File: config.mk
export PLATFORM = sky130hd
export DESIGN_NAME = sm3w2_unit
export DESIGN_NICKNAME = d
export VERILOG_FILES = /design/src/rtl/sm3w2_pkg.sv /design/src/rtl/sm3w2_lane_rot.sv /design/src/rtl/sm3w2_corr.sv /design/src/rtl/sm3w2_stage.sv /design/src/rtl/sm3w2_unit.sv
export SDC_FILE = /design/constraint.sdc
export NUM_CORES = 1
export LEC_CHECK = 0
export BUFFER_PORTS_ARGS = -buffer_cell sky130_fd_sc_hd__buf_2
export CORE_AREA = 10 10 193 195
export DETAILED_ROUTE_END_ITERATION = 12
export DIE_AREA = 0 0 203 205
export GPL_ROUTABILITY_DRIVEN = 0
export PLACE_DENSITY_LB_ADDON = 0.3
export SETUP_SLACK_MARGIN = 0.3
export SYNTH_ARGS = -nofsm -noshare
export SYNTH_HDL_FRONTEND = slang
export SYNTH_SLANG_ARGS = --single-unit
File: constraint.sdc
create_clock -name clk -period 7.24 [get_ports clk]
set_input_delay 1.448 -clock clk [delete_from_list [all_inputs] [get_ports clk]]
set_output_delay 1.448 -clock clk [all_outputs]
set_load 0.05 [all_outputs]
File: src/rtl/sm3w2_pkg.sv
package sm3w2_pkg;

    parameter int unsigned LANE_W = 32;
    parameter int unsigned LANES  = 4;
    localparam int unsigned DATA_W = LANE_W * LANES;
    localparam int unsigned TOP_LN = LANES - 1;

    typedef logic [LANE_W-1:0] lane_t;
    typedef lane_t [LANES-1:0] vec_t;

    typedef struct packed {
        logic vld;
        vec_t data;
    } stage_t;

    // Circular left rotation within one lane.
    function automatic lane_t rotl(input lane_t x, input int unsigned n);
        int unsigned k;
        k = n % LANE_W;
        if (k == 0) return x;
        return (x << k) | (x >> (LANE_W - k));
    endfunction

    // Three-term diffusion used for the correction word.
    function automatic lane_t mix3(input lane_t x, input int unsigned ra, input int unsigned rb);
        return x ^ rotl(x, ra) ^ rotl(x, rb);
    endfunction

endpackage

File: src/rtl/sm3w2_lane_rot.sv
module sm3w2_lane_rot
    import sm3w2_pkg::*;
#(
    parameter int unsigned AMOUNT = 7
) (
    input  vec_t din,
    output vec_t dout
);
    for (genvar g = 0; g < LANES; g++) begin : g_lane
        assign dout[g] = rotl(din[g], AMOUNT);
    end
endmodule

File: src/rtl/sm3w2_corr.sv
module sm3w2_corr
    import sm3w2_pkg::*;
#(
    parameter int unsigned PRE_ROT = 15,
    parameter int unsigned MIX_A   = 15,
    parameter int unsigned MIX_B   = 23
) (
    input  lane_t seed,
    output lane_t word
);
    lane_t pre;
    assign pre  = rotl(seed, PRE_ROT);
    assign word = mix3(pre, MIX_A, MIX_B);
endmodule

File: src/rtl/sm3w2_stage.sv
module sm3w2_stage
    import sm3w2_pkg::*;
(
    input  logic clk,
    input  logic rst,
    input  logic load,
    input  vec_t d,
    output logic q_vld,
    output vec_t q
);
    stage_t r;

    always_ff @(posedge clk) begin
        if (rst) begin
            r.vld <= 1'b0;
        end else begin
            r.vld <= load;
            if (load) r.data <= d;
        end
    end

    assign q_vld = r.vld;
    assign q     = r.data;
endmodule

File: src/rtl/sm3w2_unit.sv
module sm3w2_unit
    import sm3w2_pkg::*;
#(
    parameter int unsigned ROT_C = 7,
    parameter int unsigned ROT_T = 15,
    parameter int unsigned MIX_A = 15,
    parameter int unsigned MIX_B = 23
) (
    input  logic              clk,
    input  logic              rst,
    input  logic              in_valid,
    input  logic [DATA_W-1:0] acc_in,
    input  logic [DATA_W-1:0] src_b,
    input  logic [DATA_W-1:0] src_c,
    output logic              out_valid,
    output logic [DATA_W-1:0] res_out
);
    vec_t a_v, b_v, c_v;
    vec_t c_rot, t_vec, comb_res, q_res;
    lane_t corr;

    assign a_v = vec_t'(acc_in);
    assign b_v = vec_t'(src_b);
    assign c_v = vec_t'(src_c);

    sm3w2_lane_rot #(.AMOUNT(ROT_C)) u_rot (
        .din  (c_v),
        .dout (c_rot)
    );

    assign t_vec = b_v ^ c_rot;

    sm3w2_corr #(.PRE_ROT(ROT_T), .MIX_A(MIX_A), .MIX_B(MIX_B)) u_corr (
        .seed (t_vec[0]),
        .word (corr)
    );

    always_comb begin
        comb_res = a_v ^ t_vec;
        comb_res[TOP_LN] = comb_res[TOP_LN] ^ corr;
    end

    sm3w2_stage u_stage (
        .clk   (clk),
        .rst   (rst),
        .load  (in_valid),
        .d     (comb_res),
        .q_vld (out_valid),
        .q     (q_res)
    );

    assign res_out = DATA_W'(q_res);
endmodule

==> results of run 1 <==
-- worst max-delay path: cells and delay by family --
| kind | cells | cell delay [ns] |
|---|---|---|
| xor gates and xnor gates | 3 | 1.22 |
| buffers and inverters | 1 | 0.11 |
-- report_power, final --
part	internal [mW]	leakage [nW]	switching, mW
sequential	0.953	1.21	0.0192
clock	0.613	0.306	0.339
combinational	0.379	3.29	0.558
total	1.95	4.81	0.917
-- kinds of logic after synthesis --
kind of cell     Yosys count  share of synthesized area
flip-flops               129                      0.528
AND/OR/NAND/NOR            2                    0.00171
XOR/XNOR                 325                      0.470
-- per-stage QoR --
stage	utilization	cells
6_report	0.334	1452
4_1_cts	0.334	1452
5_1_grt	0.334	1452
2_1_floorplan	-	456
3_3_place_gp	0.315	1420
3_5_place_dp	0.315	1420
-- cell type report --
type	count	area [µm²]
Clock buffer	19	433
Clock inverter	13	209
Timing Repair Buffer	516	2600
Fill cell	3414	22200
Multi-Input combinational cell	327	3460
Tap cell	448	561
Sequential cell	129	3860
-- synth_stat cells --
cell,instances
xnor2_1,256
edfxtp_1,128
xnor3_1,32
xor2_1,17
xnor2_2,15
xor2_2,5
nor2b_1,2
dfxtp_1,1
-- state kept, by name (all words and copies together), names as in the netlist --
register	flops
u_stage.q	128
u_stage.q_vld	1
-- metal layers --
layer	up-vias	track usage
met2	296	0.228
li1	2610	-
met4	4	0.0232
met5	-	0
met3	12	0.0554
met1	2423	0.132
-- final timing paths --
kind              startpoint              to  slack, ns
hold / removal           rst   u_stage.q_vld       1.24
setup / recovery   src_c[17]  u_stage.q[103]       4.60
==> results.cfg, run 1 <==
[global_route]
grt_antenna_before_repair = 3
grt_pass1_wl_um = 38900
track_usage = 0.126
grt_pass1_vias = 6092
grt.overflow.total = 0
grt_max_degree = 129

[sta]
fin_setup_tns_ns = 0
finalCriticalPeriod_ns = 2.64
slew_viol_final = 0
slew_headroom = 0.421
fin_crit_sh = 0.365
hold_slack_ns = 1.24
setup_viol = 0
tightest_slew_ns = 0.862
setup_slack_ns = 4.60
rsz0062_at_grt = false
fmax_mhz = 379
hold_viol_final = 0

[logic_synthesis]
yosysTopAreaCell = edfxtp_1
synth_seq_area_share = 0.528
yosysUniqueCellTypes = 8
synthCells = 456
synth_top_area_frac = 0.526
syn_nets = 843
synth_warnings = 0
syn_area_um2 = 7310
synth_area_leaders = edfxtp_1 (53%), xnor2_1 (31%), xnor3_1 (9.9%)
syn_area_per_cell_um2 = 16.0
ys_ff_latch = 129

[final_layout]
final_cell_mix = buf_2 (515), xnor2_1 (256), edfxtp_1 (128)
design_area_um2 = 11100
final_common_cell = buf_2
antenna_cells = 0
nets = 1378
final_layout_size_suffix_gt1_frac = 0.564
areaGrowthSynthToFinish_pct = 52.1

[setup_path]
worstSetupStartpointType = primary input
cp_cell_sequence = buf_2 > xor2_1 > xnor3_1 > xnor2_1
worstSetupPathType = in2reg
path_max_fanout = 2
worstPathRequired_ns = 7.40
cp_slowest_stage_delay_ns = 0.56
worstSetupEndpointType = register
cp_slowest_cell = xor2_1
cp_data_arrival_time_ns = 2.80

[clock_network]
cts_setup_buffers = 0
cts_sinks = 129
cts_htree_levels = 4
postCtsResizedCells = 0
tritoncts = built
cts_hold_buf = 0
cts_made_buffers = 17
clk_path_buf_depth = 2
clkTransAtPathRegs_ns = 0.06
root_buffer = clkbuf_16

[routing]
vias = 5345
ant_nets = 0
via_per_inst = 3.68
met2_length_um = 14400
top_layer = met5
route.detailed.drc = 0
drtPass1Iterations = 4
wl_met3_um = 2670
wl_um = 27400
wire_per_inst_um = 18.9
drt-initial-drc-count = 142
wl_met1_um = 10200

[die]
initial_core_util = 0.220
core_area_um2 = 33300
dieArea_um2 = 41600
die_h_um = 205
chipWidth_um = 203
io_pins = 516
rows = 67

[pwr]
leakage_nw = 4.81
irDropWorstVdd_mv = 0.148
p_total_mw = 2.86
power_density_nw_per_um2 = 257

[run_status]
status = finished clean

[placement]
dpl_cell_area_um2 = 10500
dp_hpwl_um = 23500
dp_slack_ns = 4.16
portBuffers = 515

[worst_hold_path]
hold_class = in2reg
hold_path_depth = 2

[run]
cap_violations = 0
Note: power is estimated with default switching activity, not from simulation.
==> inputs of run 2 (changes only) <==
ABC_AREA = 1   (was default)
CORE_AREA = 10 10 192 194   (was 10 10 193 195)
DIE_AREA = 0 0 202 204   (was 0 0 203 205)
clock period = 2.6 ns   (was 7.24 ns; I/O delays follow)
==> results.cfg, run 2 <==
[run_status]
status = finished clean

[clock_network]
tritoncts = built
clk_path_buf_depth = 2
clkTransAtPathRegs_ns = 0.07
postCtsResizedCells = 0
cts_made_buffers = 17
root_buffer = clkbuf_16
cts_sinks = 129
cts_setup_buffers = 0
cts_htree_levels = 4
cts_hold_buf = 0

[die]
chipWidth_um = 202
dieArea_um2 = 41200
rows = 67
initial_core_util = 0.260
io_pins = 516
die_h_um = 204
core_area_um2 = 33100

[sta]
hold_slack_ns = 0.299
fin_crit_sh = 0.621
setup_viol = 0
tightest_slew_ns = 0.477
slew_viol_final = 0
hold_viol_final = 0
finalCriticalPeriod_ns = 1.61
rsz0062_at_grt = false
fmax_mhz = 620
setup_slack_ns = 0.986
slew_headroom = 0.682

[setup_path]
crit_family = flip-flops
cp_slowest_cell = edfxtp_1
cp_cell_sequence = buf_2
path_max_fanout = 1
cp_data_arrival_time_ns = 1.09
cp.buffers_inverters = 1
worstSetupEndpointType = primary output
cp_slowest_stage_delay_ns = 0.39
worstPathRequired_ns = 2.08
worstSetupPathType = reg2out
worstSetupStartpointType = register

[logic_synthesis]
synth_ff_type = edfxtp_1
syn_area_per_cell_um2 = 8.13
synth_area_leaders = edfxtp_1 (45%), nand2_1 (21%), xnor2_1 (16%)
synthCells = 1059
syn_nets = 1446
synth_edf_count = 128
ys_ff_latch = 129
synth_top_area_frac = 0.446
synth_async_sr_flop_share = 0
syn_area_um2 = 8610
yosysMostFrequentCell = nand2_1
yosysUniqueCellTypes = 12
synth_seq_area_share = 0.449
synth_warnings = 0
synth_commonest_cells = nand2_1 (475), xnor2_1 (153), inv_1 (131)
yosysTopAreaCell = edfxtp_1

[global_route]
track_usage = 0.163
grt_pass1_vias = 8666
grt_pass1_wl_um = 50700
grt_antenna_before_repair = 15
grt.overflow.total = 0
grt_max_degree = 81

[routing]
route.detailed.drc = 0
drtPass1Iterations = 5
wl_um = 35300
via_per_inst = 4.19
vias = 8647
drt-initial-drc-count = 372
ant_nets = 0
wire_per_inst_um = 17.1

[placement]
dp_hpwl_um = 30800
dp_slack_ns = 0.908
portBuffers = 515
dpl_cell_area_um2 = 11800

[final_layout]
largest_reg_flops = 128
nets = 1982
areaGrowthSynthToFinish_pct = 43.8
final_common_cell = buf_2
final_layout_size_suffix_gt1_frac = 0.370
final_cell_mix = buf_2 (515), nand2_1 (475), xnor2_1 (153)
post-route-util = 0.374
design_area_um2 = 12400

[worst_hold_path]
hold_class = in2reg

[pwr]
leakage_nw = 6.48
irDropWorstVdd_mv = 0.419
power_density_nw_per_um2 = 589

[run]
cap_violations = 0
==> run 2: cell types whose count changed in the layout (fill, tap and decap cells not counted), moves of 35 or more <==
cell and delta:
inv_1 +130, nand2_1 +475, nand2_2 +35, nand3_1 +63
xnor2_1 -103, xor2_1 +44
==> run 2: report_power, final <==
| part | switching, mW | internal, mW | total [mW] | leakage, nW |
|---|---|---|---|---|
| logic | 1.54 | 0.762 | 2.30 | 5.01 |
| clock network | 1.06 | 1.33 | 2.38 | 0.268 |
| registers | 0.0505 | 2.57 | 2.62 | 1.20 |
==> run 2: through the flow <==
| step | cells | power [mW] | TNS, ns |
|---|---|---|---|
| after floorplan | 1059 | 4.17 | -31.19 |
| after global placement | 2024 | 4.95 | 0 |
| after detailed placement | 2024 | 4.99 | 0 |
| after CTS | 2056 | 7.42 | 0 |
| after global routing | 2061 | 7.67 | 0 |
| final | 2062 | 7.30 | 0 |
==> run 2: cells by family after synthesis <==
group,after synthesis,synth area share
simple gates,578,0.273
flops,129,0.449
buf+inv,138,0.0602
xor+xnor,214,0.218
==> run 2: area by class of cell <==
cell class / count / area (µm²)
diodes: 6 / 15.0
multi-input cells: 792 / 4240
inverters: 138 / 531
repair buffers: 517 / 2620
fillers: 3453 / 20700
flip-flops and latches: 129 / 3860
well taps: 448 / 561
clock buffers: 17 / 425
clock inverters: 15 / 135
==> run 2: final timing paths <==
path / depth (start not counted) / slack, ns / start / to
setup / recovery: 1 / 0.99 / u_stage.q[96] / res_out[96]
hold / removal: 2 / 0.30 / rst / u_stage.q_vld
==> run 2: layer usage <==
layer  track usage  vias to the layer above  share of wire
met5             0                        -         0.0013
met4        0.0553                        6          0.019
met3        0.0580                       42          0.088
met2         0.294                      354           0.52
met1         0.174                     3900           0.38
li1              -                     4345              -
